File: src/rtl/dacw_pkg.sv
package dacw_pkg;

    localparam int CTRL_W  = 4;
    localparam int CODE_W  = 10;
    localparam int FILL_W  = 2;
    localparam int FRAME_W = CTRL_W + CODE_W + FILL_W;
    localparam int IDX_W   = $clog2(FRAME_W);

    typedef enum logic [2:0] {
        ST_IDLE,
        ST_LEAD,
        ST_HIGH,
        ST_LOW,
        ST_TAIL,
        ST_GAP
    } seq_state_e;

    typedef struct packed {
        logic [CTRL_W-1:0] ctrl;
        logic [CODE_W-1:0] code;
        logic [FILL_W-1:0] fill;
    } frame_t;

    // Nanoseconds to clock cycles, rounded up, never below one cycle.
    function automatic int ns_to_cyc(input int ns, input int clk_ns);
        int c;
        c = (ns + clk_ns - 1) / clk_ns;
        return (c < 1) ? 1 : c;
    endfunction

    function automatic int max2(input int a, input int b);
        return (a > b) ? a : b;
    endfunction

    function automatic int max3(input int a, input int b, input int c);
        return max2(max2(a, b), c);
    endfunction

endpackage

File: src/rtl/dacw_timer.sv
module dacw_timer #(
    parameter int W = 4
) (
    input  logic         clk,
    input  logic         rst,
    input  logic         load,
    input  logic [W-1:0] val,
    output logic [W-1:0] cnt,
    output logic         zero
);

    always_ff @(posedge clk) begin
        if (rst) begin
            cnt <= '0;
        end else if (load) begin
            cnt <= val;
        end else if (cnt != '0) begin
            cnt <= cnt - W'(1);
        end
    end

    assign zero = (cnt == '0);

endmodule

File: src/rtl/dacw_shreg.sv
module dacw_shreg
    import dacw_pkg::*;
(
    input  logic   clk,
    input  logic   rst,
    input  logic   load,
    input  frame_t frame,
    input  logic   shift,
    input  logic   clear,
    output logic   msb,
    output logic   last
);

    logic [FRAME_W-1:0] sr_q;
    logic [IDX_W-1:0]   idx_q;

    always_ff @(posedge clk) begin
        if (rst || clear) begin
            sr_q  <= '0;
            idx_q <= '0;
        end else if (load) begin
            sr_q  <= frame;
            idx_q <= '0;
        end else if (shift) begin
            sr_q  <= {sr_q[FRAME_W-2:0], 1'b0};
            idx_q <= idx_q + IDX_W'(1);
        end
    end

    assign msb  = sr_q[FRAME_W-1];
    assign last = (idx_q == IDX_W'(FRAME_W - 1));

endmodule

File: src/rtl/dacw_seq.sv
module dacw_seq
    import dacw_pkg::*;
#(
    parameter int LEAD_C = 3,
    parameter int HI_C   = 3,
    parameter int LO_C   = 3,
    parameter int TAIL_C = 3,
    parameter int GAP_C  = 5,
    localparam int MAXC  = max3(max3(LEAD_C, HI_C, LO_C), TAIL_C, GAP_C),
    localparam int CW    = $clog2(MAXC + 1)
) (
    input  logic          clk,
    input  logic          rst,
    input  logic          start,
    input  logic          tmr_zero,
    input  logic [CW-1:0] tmr_cnt,
    input  logic          sh_last,
    output logic          tmr_load,
    output logic [CW-1:0] tmr_val,
    output logic          sh_load,
    output logic          sh_shift,
    output logic          sh_clear,
    output logic          cs_n,
    output logic          sck,
    output logic          done,
    output logic          busy
);

    seq_state_e st_q, st_d;
    logic       cs_d, sck_d, done_d;

    always_comb begin
        st_d     = st_q;
        cs_d     = cs_n;
        sck_d    = sck;
        done_d   = 1'b0;
        tmr_load = 1'b0;
        tmr_val  = '0;
        sh_load  = 1'b0;
        sh_shift = 1'b0;
        sh_clear = 1'b0;
        case (st_q)
            ST_IDLE: begin
                if (start) begin
                    st_d     = ST_LEAD;
                    cs_d     = 1'b0;
                    sh_load  = 1'b1;
                    tmr_load = 1'b1;
                    tmr_val  = CW'(LEAD_C - 1);
                end
            end
            ST_LEAD: begin
                if (tmr_zero) begin
                    st_d     = ST_HIGH;
                    sck_d    = 1'b1;
                    tmr_load = 1'b1;
                    tmr_val  = CW'(HI_C - 1);
                end
            end
            ST_HIGH: begin
                if (tmr_zero) begin
                    st_d     = ST_LOW;
                    sck_d    = 1'b0;
                    sh_shift = 1'b1;
                    tmr_load = 1'b1;
                    tmr_val  = CW'(LO_C - 1);
                end
            end
            ST_LOW: begin
                if (tmr_zero) begin
                    sck_d    = 1'b1;
                    tmr_load = 1'b1;
                    if (sh_last) begin
                        st_d    = ST_TAIL;
                        tmr_val = CW'(TAIL_C - 1);
                    end else begin
                        st_d    = ST_HIGH;
                        tmr_val = CW'(HI_C - 1);
                    end
                end
            end
            ST_TAIL: begin
                // last high phase must still meet the minimum high time
                if (tmr_cnt <= CW'(TAIL_C - HI_C)) begin
                    sck_d = 1'b0;
                end
                if (tmr_zero) begin
                    st_d     = ST_GAP;
                    cs_d     = 1'b1;
                    sck_d    = 1'b0;
                    done_d   = 1'b1;
                    sh_clear = 1'b1;
                    tmr_load = 1'b1;
                    tmr_val  = CW'(GAP_C - 1);
                end
            end
            ST_GAP: begin
                if (tmr_zero) begin
                    st_d = ST_IDLE;
                end
            end
            default: st_d = ST_IDLE;
        endcase
    end

    always_ff @(posedge clk) begin
        if (rst) begin
            st_q <= ST_IDLE;
            cs_n <= 1'b1;
            sck  <= 1'b0;
            done <= 1'b0;
        end else begin
            st_q <= st_d;
            cs_n <= cs_d;
            sck  <= sck_d;
            done <= done_d;
        end
    end

    assign busy = (st_q != ST_IDLE);

    AST_CS_FALL_SCK_LOW: assert property (@(posedge clk) disable iff (rst)
        $fell(cs_n) |-> !sck);

    AST_SCK_QUIET_DESELECTED: assert property (@(posedge clk) disable iff (rst)
        cs_n |-> !sck);

    AST_IDLE_IGNORES_NOTHING_ELSE: assert property (@(posedge clk) disable iff (rst)
        (busy && start) |=> busy || $past(st_q == ST_GAP));

endmodule

File: src/rtl/dacw_ctrl.sv
module dacw_ctrl
    import dacw_pkg::*;
#(
    parameter int CLK_NS    = 20,
    parameter int SETUP_NS  = 60,
    parameter int HIGH_NS   = 50,
    parameter int LOW_NS    = 50,
    parameter int PERIOD_NS = 100,
    parameter int LEAD_NS   = 30,
    parameter int LOAD_NS   = 50,
    parameter int GAP_NS    = 100
) (
    input  logic              clk,
    input  logic              rst,
    input  logic              start,
    input  logic [CTRL_W-1:0] ctrl,
    input  logic [CODE_W-1:0] code,
    output logic              dac_csn,
    output logic              sclk,
    output logic              sdata,
    output logic              busy,
    output logic              done
);

    localparam int HI_C   = ns_to_cyc(HIGH_NS, CLK_NS);
    localparam int LO_C   = max3(ns_to_cyc(LOW_NS, CLK_NS),
                                 ns_to_cyc(SETUP_NS, CLK_NS),
                                 ns_to_cyc(PERIOD_NS, CLK_NS) - HI_C);
    localparam int LEAD_C = max2(ns_to_cyc(LEAD_NS, CLK_NS), ns_to_cyc(SETUP_NS, CLK_NS));
    localparam int TAIL_C = max2(ns_to_cyc(LOAD_NS, CLK_NS), HI_C);
    localparam int GAP_C  = ns_to_cyc(GAP_NS, CLK_NS);
    localparam int MAXC   = max3(max3(LEAD_C, HI_C, LO_C), TAIL_C, GAP_C);
    localparam int CW     = $clog2(MAXC + 1);

    frame_t        frame;
    logic          tmr_load, tmr_zero;
    logic [CW-1:0] tmr_val, tmr_cnt;
    logic          sh_load, sh_shift, sh_clear, sh_last;

    assign frame = '{ctrl: ctrl, code: code, fill: '0};

    dacw_timer #(.W(CW)) u_timer (
        .clk  (clk),
        .rst  (rst),
        .load (tmr_load),
        .val  (tmr_val),
        .cnt  (tmr_cnt),
        .zero (tmr_zero)
    );

    dacw_shreg u_shreg (
        .clk   (clk),
        .rst   (rst),
        .load  (sh_load),
        .frame (frame),
        .shift (sh_shift),
        .clear (sh_clear),
        .msb   (sdata),
        .last  (sh_last)
    );

    dacw_seq #(
        .LEAD_C (LEAD_C),
        .HI_C   (HI_C),
        .LO_C   (LO_C),
        .TAIL_C (TAIL_C),
        .GAP_C  (GAP_C)
    ) u_seq (
        .clk      (clk),
        .rst      (rst),
        .start    (start),
        .tmr_zero (tmr_zero),
        .tmr_cnt  (tmr_cnt),
        .sh_last  (sh_last),
        .tmr_load (tmr_load),
        .tmr_val  (tmr_val),
        .sh_load  (sh_load),
        .sh_shift (sh_shift),
        .sh_clear (sh_clear),
        .cs_n     (dac_csn),
        .sck      (sclk),
        .done     (done),
        .busy     (busy)
    );

    // cycles the serial clock has been high, saturating; checker use only
    logic [15:0] hi_run;
    always_ff @(posedge clk) begin
        if (rst || !sclk) begin
            hi_run <= '0;
        end else if (hi_run != 16'hFFFF) begin
            hi_run <= hi_run + 16'd1;
        end
    end

    AST_HIGH_PHASE_MIN: assert property (@(posedge clk) disable iff (rst)
        $fell(sclk) |-> (hi_run >= 16'(HI_C)));

    AST_DATA_STABLE_SCK_HIGH: assert property (@(posedge clk) disable iff (rst)
        (sclk && $past(sclk)) |-> $stable(sdata));

    AST_DONE_ON_LOAD: assert property (@(posedge clk) disable iff (rst)
        $rose(dac_csn) |-> done);

    AST_DONE_SINGLE: assert property (@(posedge clk) disable iff (rst)
        done |=> !done);

    AST_BUSY_WHILE_SELECTED: assert property (@(posedge clk) disable iff (rst)
        !dac_csn |-> busy);

    AST_DATA_QUIET_DESELECTED: assert property (@(posedge clk) disable iff (rst)
        dac_csn |-> !sdata);

endmodule

File: config.mk
export PLATFORM = sky130hd
export DESIGN_NAME = dacw_ctrl
export DESIGN_NICKNAME = d
export VERILOG_FILES = /design/src/rtl/dacw_pkg.sv /design/src/rtl/dacw_timer.sv /design/src/rtl/dacw_shreg.sv /design/src/rtl/dacw_seq.sv /design/src/rtl/dacw_ctrl.sv
export SDC_FILE = /design/constraint.sdc
export NUM_CORES = 1
export LEC_CHECK = 0
export ABC_AREA = 1
export BUFFER_PORTS_ARGS = -buffer_cell sky130_fd_sc_hd__buf_2
export CORE_ASPECT_RATIO = 1.5
export CORE_UTILIZATION = 38
export DETAILED_ROUTE_END_ITERATION = 7
export SLEW_MARGIN = 10
export SYNTH_ARGS = -nofsm -noshare
export SYNTH_HDL_FRONTEND = slang
export SYNTH_SLANG_ARGS = --single-unit
File: constraint.sdc
create_clock -name clk -period 3 [get_ports clk]
set_input_delay 0.45 -clock clk [delete_from_list [all_inputs] [get_ports clk]]
set_output_delay 0.45 -clock clk [all_outputs]
set_load 0.005 [all_outputs]
# Yosys cells after proc, flatten, opt, wreduce, memory -nomap -nowiden
# Cells that the tools add are included.
# word_totals
regBits	27
in_bits	17
output_inout_bits	5
wordCells	69
# op_classes
n_addsub	2
order_cmp	1
n_eq_ne	14
n_mux	29
n_reduce_logical	16
# ops
cell	n
$mux 16	2
$mux 3	10
$pmux 3 s6	1
$ne 2x2->1 const B	6
$mux 1	10
$pmux 3 s3	1
$reduce_bool 3->1	3
$eq 3x2->1 const B	2
$eq 3x3->1 const B	2
$logic_not 3->1	2
$reduce_and 6->1	1
$reduce_bool 2->1	3
$add 4x1->4 const B	1
$eq 4x4->1 const B	1
$mux 2	2
$pmux 1 s2	2
$reduce_and 4->1	1
$reduce_or 2->1	2
$reduce_or 4->1	1
$eq 3x1->1 const B	1
$le 3x1->1 const B	1
$ne 3x2->1 const B	1
$pmux 1 s3	1
$reduce_and 3->1	1
other kinds (4)	4

# Longest topological paths before layout
# logic_depth
word_depth	5
ltp_mapped	9
ltp_nobuf	9

# Hierarchy
# Synthesis repeated with hierarchy kept, for this count alone.
# unflattened
hier_cells	234
area_unflattened_um2	1561.5
# by_module_without_submodules
module	n_inst	cells_per_inst	area_per_inst_um2	seq_area_each_um2
dacw_shreg	1	146	978.4	400.4
dacw_seq	1	59	380.4	120.1
dacw_timer	1	28	198.9	60.1
dacw_ctrl	1	1	3.8	0.0

# Worst setup path after synthesis
# OpenSTA, ideal clock, no wires.
# synth_path
kind	flip-flop to flip-flop
start	register u_timer.cnt[0]
end	register u_shreg.sr_q[10]
setup_time_ps	120
arrival_ps	1294
t_required_ps	2880
path_slack_ps	1586
path_stages_with_launch	9
path_buffers	1
period_less_slack_ps	1414
path_cell_list	dfxtp_1 > inv_1 > ha_1 > inv_1 > nor2_1 > nand3_1 > nand2_2 > buf_4 > a21oi_1
# synth_via
elab_chain_cells	4
elab_cells_between_ends	6
cone_classes	mux (3); reduce/logical (3)
# synth_rtl
item	line_no	rtl
start, declared	dacw_timer.sv:8	output logic [W-1:0] cnt,
start signal, assigned	dacw_timer.sv:16	cnt <= val;
start signal, assigned	dacw_timer.sv:18	cnt <= cnt - W'(1);
$logic_not 3->1 (*)	dacw_timer.sv:22	assign zero = (cnt == '0);
$mux 1 (*)	dacw_seq.sv:61, dacw_seq.sv:87	
$mux 1, on equally long branches	--	
$reduce_bool 2->1 (no source line) or $logic_or 1x1->1 (tied branches)	--	
end signal, assigned	dacw_shreg.sv:22	sr_q <= frame;
end signal, assigned	dacw_shreg.sv:25	sr_q <= {sr_q[FRAME_W-2:0], 1'b0};
end, declared	dacw_shreg.sv:14	logic [FRAME_W-1:0] sr_q;
# Every way passes the cells marked *; elsewhere a longest branch is shown, timed or not.
# A chain may end at the register's enable or synchronous reset.

# Worst setup path after layout
# layout_path
start	register u_timer.cnt[0]
end	register u_shreg.idx_q[3]
# layout_via
elab_chain_cells	5
elab_cells_between_ends	6
cone_classes	mux (3); reduce/logical (3)
# layout_rtl
item	line_no	rtl
$logic_not 3->1 (*)	dacw_timer.sv:22	
$mux 1 (*)	dacw_seq.sv:61, dacw_seq.sv:87	
$mux 1	--	
$logic_or 1x1->1	dacw_shreg.sv:18	if (rst || clear) begin
$reduce_or 2->1 (no source line)	--	
end signal, assigned	dacw_shreg.sv:26	idx_q <= idx_q + IDX_W'(1);
end, declared	dacw_shreg.sv:15	logic [IDX_W-1:0] idx_q;
# Marks and branches as above.

==> impl_metrics.ini <==
[run_status]
status = completed

[sta]
final.min_clock_period_ps = 1820
final.setup.tns_ps = 0
max_freq_ghz = 0.549
rsz0062_at_grt = false
setup_viol = 0
hold_viol_final = 0
hold_slack_ps = 406
period_share = 0.607
relSlewSlack = 0.702
tightestPinTransition_ps = 446
slew_viol_final = 0
skew_ps = 5.59

[worst_hold_path]
hold_path_class = in2reg
worstHoldPathCells = 2

[critical_path]
crit_fanout = 16
endpoint_kind = flip-flop
worstPathRequired_ps = 3160
reg2regPathDepth = 9
start_kind = flip-flop
rrSetupSlack_ps = 1180
cp_common_cell = inv_1
path_cells = inv_1, ha_1, inv_1, nor2_1, nand3_1, nand2_2, inv_1, nand2_1, a21oi_1
setup.worst_path.class = reg2reg
cp.arrival_ps = 1980
slowest_delay_ps = 320
cp_slowest_cell = nand2_2

[cts]
cts_tree = built
cts_max_level = 1
numCtsBuffers = 3
clockRootBuffer = clkbuf_8
cts_hold_buffers = 0
clk_path_buf_depth = 2
clk_latency_ps = 270
clock_sinks = 27
clkTransAtPathRegs_ps = 90
cts_resized = 0
post-cts-setup-buffers = 0

[route]
avgRoutedWirePerCell_um = 10.2
drt_wl_total_um = 2610
dr.pass1.iters = 4
vias = 1210
antenna_left = 0
drtIter0Drc = 22
drc = 0
vias_per_cell = 4.75

[grt]
grt_pass1_wl_um = 4440
grtUsageTotal = 0.152
grt_remaining_overflow = 0
grt_pass1_vias = 1084
grt_max_degree = 23
antenna_found_initial = 0

[place]
portBuffers = 21
dp_hpwl_um = 1870
gp_congestion = 0.800

[floorplan]
start_util = 0.396
die_h_um = 74.8
ioPinCount = 22
core_um2 = 3380
row_count = 26
die_x_um = 50.5
die_area_um2 = 3780

[power_and_ir_drop]
power_uw = 1200
ir_drop_mv = 0.624
p_per_area_nw_per_um2 = 799
p_leak_uw = 0.000711

[synth]
yosys_warnings = 0
synth.distinct_cells = 21
yosysSeqAreaShare = 0.403
synth_fp_nets = 213
synth_area_um2 = 1340
syn_avg_cell_area_um2 = 6.95
ys_ff_latch = 27
synth.largest_area_cell = dfxtp_1
netlist_top_cells_area = dfxtp_1, nand2_1, a21oi_1, inv_1, nor2_1
synth_top_area_share = 0.403
synthCells = 193

[final_layout]
drive_gt1_frac = 0.160
final_nets = 234
n_antenna_cell = 0
num-fill-cells = 389
syn2layout_area_growth_pct = 12.0
fin_util = 0.444

[run]
cap_violations = 0
==> per-layer routing <==
| layer | part of all wire | vias to the layer above | routed length [um] | global-route usage |
|---|---|---|---|---|
| met4 | 0.0081 | 0 | 21 | 0.0648 |
| met1 | 0.47 | 546 | 1220 | 0.178 |
| met3 | 0.018 | 2 | 48 | 0.0182 |
| li1 | - | 651 | - | - |
| met5 | 0 | - | 0 | 0 |
| met2 | 0.50 | 11 | 1320 | 0.277 |
==> cell type report <==
type                    count  area, um^2  share of cell area
clock buffers               3        41.3              0.0275
multi-input cells         134         657               0.437
repair buffers             21         105              0.0699
well taps                  42        52.6              0.0350
clock inverters             1        5.00             0.00333
flip-flops and latches     27         541               0.360
inverters                  27         101              0.0674
==> placed cells by master, fill, tap and decap left out <==
| cell | n |
|---|---|
| inv_1 | 25 |
| nand3_2 | 2 |
| ha_1 | 3 |
| o21ai_0 | 2 |
| a21oi_2 | 1 |
| a21oi_1 | 32 |
| dfxtp_1 | 27 |
| clkinv_2 | 1 |
| xor2_1 | 3 |
| nand3b_1 | 1 |
| buf_2 | 21 |
| nand4_1 | 4 |
| nor3_1 | 1 |
| nand3_1 | 8 |
| nor2_4 | 3 |
| a31oi_1 | 1 |
| inv_2 | 2 |
| nand2_1 | 51 |
| nand2_2 | 1 |
| nor2_1 | 21 |
| clkbuf_8 | 3 |
==> metrics by stage <==
stage	setup WS, ps	area [um^2]	std cells
after floorplan	1590	1340	193
after global placement	1240	1460	251
after detailed placement	1180	1460	251
after CTS	1180	1500	255
after global routing	946	1500	255
final	1180	1500	255
==> registers in the layout (all words and copies together), names as in the netlist <==
name / cells
u_shreg.sr_q: 14
u_shreg.idx_q: 4
u_seq.st_q: 3
u_timer.cnt: 3
u_seq.cs_n: 1
u_seq.done: 1
u_seq.sck: 1
==> cell families (layout without fill, tap and decap cells) <==
kind of cell             Yosys count  after routing  synth area share
AND/OR/NAND/NOR                   92             92             0.304
AO/OA/AOI/OAI                     36             36             0.138
buffers and inverters             32             52             0.107
flip-flops                        27             27             0.403
adder cells (fa/ha/maj)            3              3            0.0280
XOR/XNOR                           3              3            0.0196
==> worst max-delay path: cells and delay by family (launching register included) <==
family          cells  cell delay [ps]
fa+ha+maj           1              180
compound gates      1               60
buf+inv             3              240
flops               1              300
simple gates        4              940
==> where the power goes <==
group	switching (uW)	internal, uW
clock network	109	92.9
logic	332	179
registers	53.4	435
==> cell usage after synthesis, drive strengths merged <==
| cell type | instances |
|---|---|
| a31oi | 1 |
| nand2 | 52 |
| a21oi | 33 |
| inv | 27 |
| nor2 | 24 |
| buf | 5 |
| xor2 | 3 |
| nand3b | 1 |
| ha | 3 |
| nand3 | 10 |
| dfxtp | 27 |
| nor3 | 1 |
| nand4 | 4 |
| o21ai | 2 |
==> final timing paths <==
path,from,endpoint
max reg2reg,u_timer.cnt[0]$_SDFFE_PP0P_,u_shreg.idx_q[3]$_SDFFE_PP0P_
min reg2reg,u_seq.cs_n$_SDFFE_PP1P_,u_seq.cs_n$_SDFFE_PP1P_
max,u_timer.cnt[0]$_SDFFE_PP0P_,u_shreg.idx_q[3]$_SDFFE_PP0P_
min,rst,u_seq.st_q[2]$_SDFFE_PP0P_
Power figures use the tool's default switching activity.
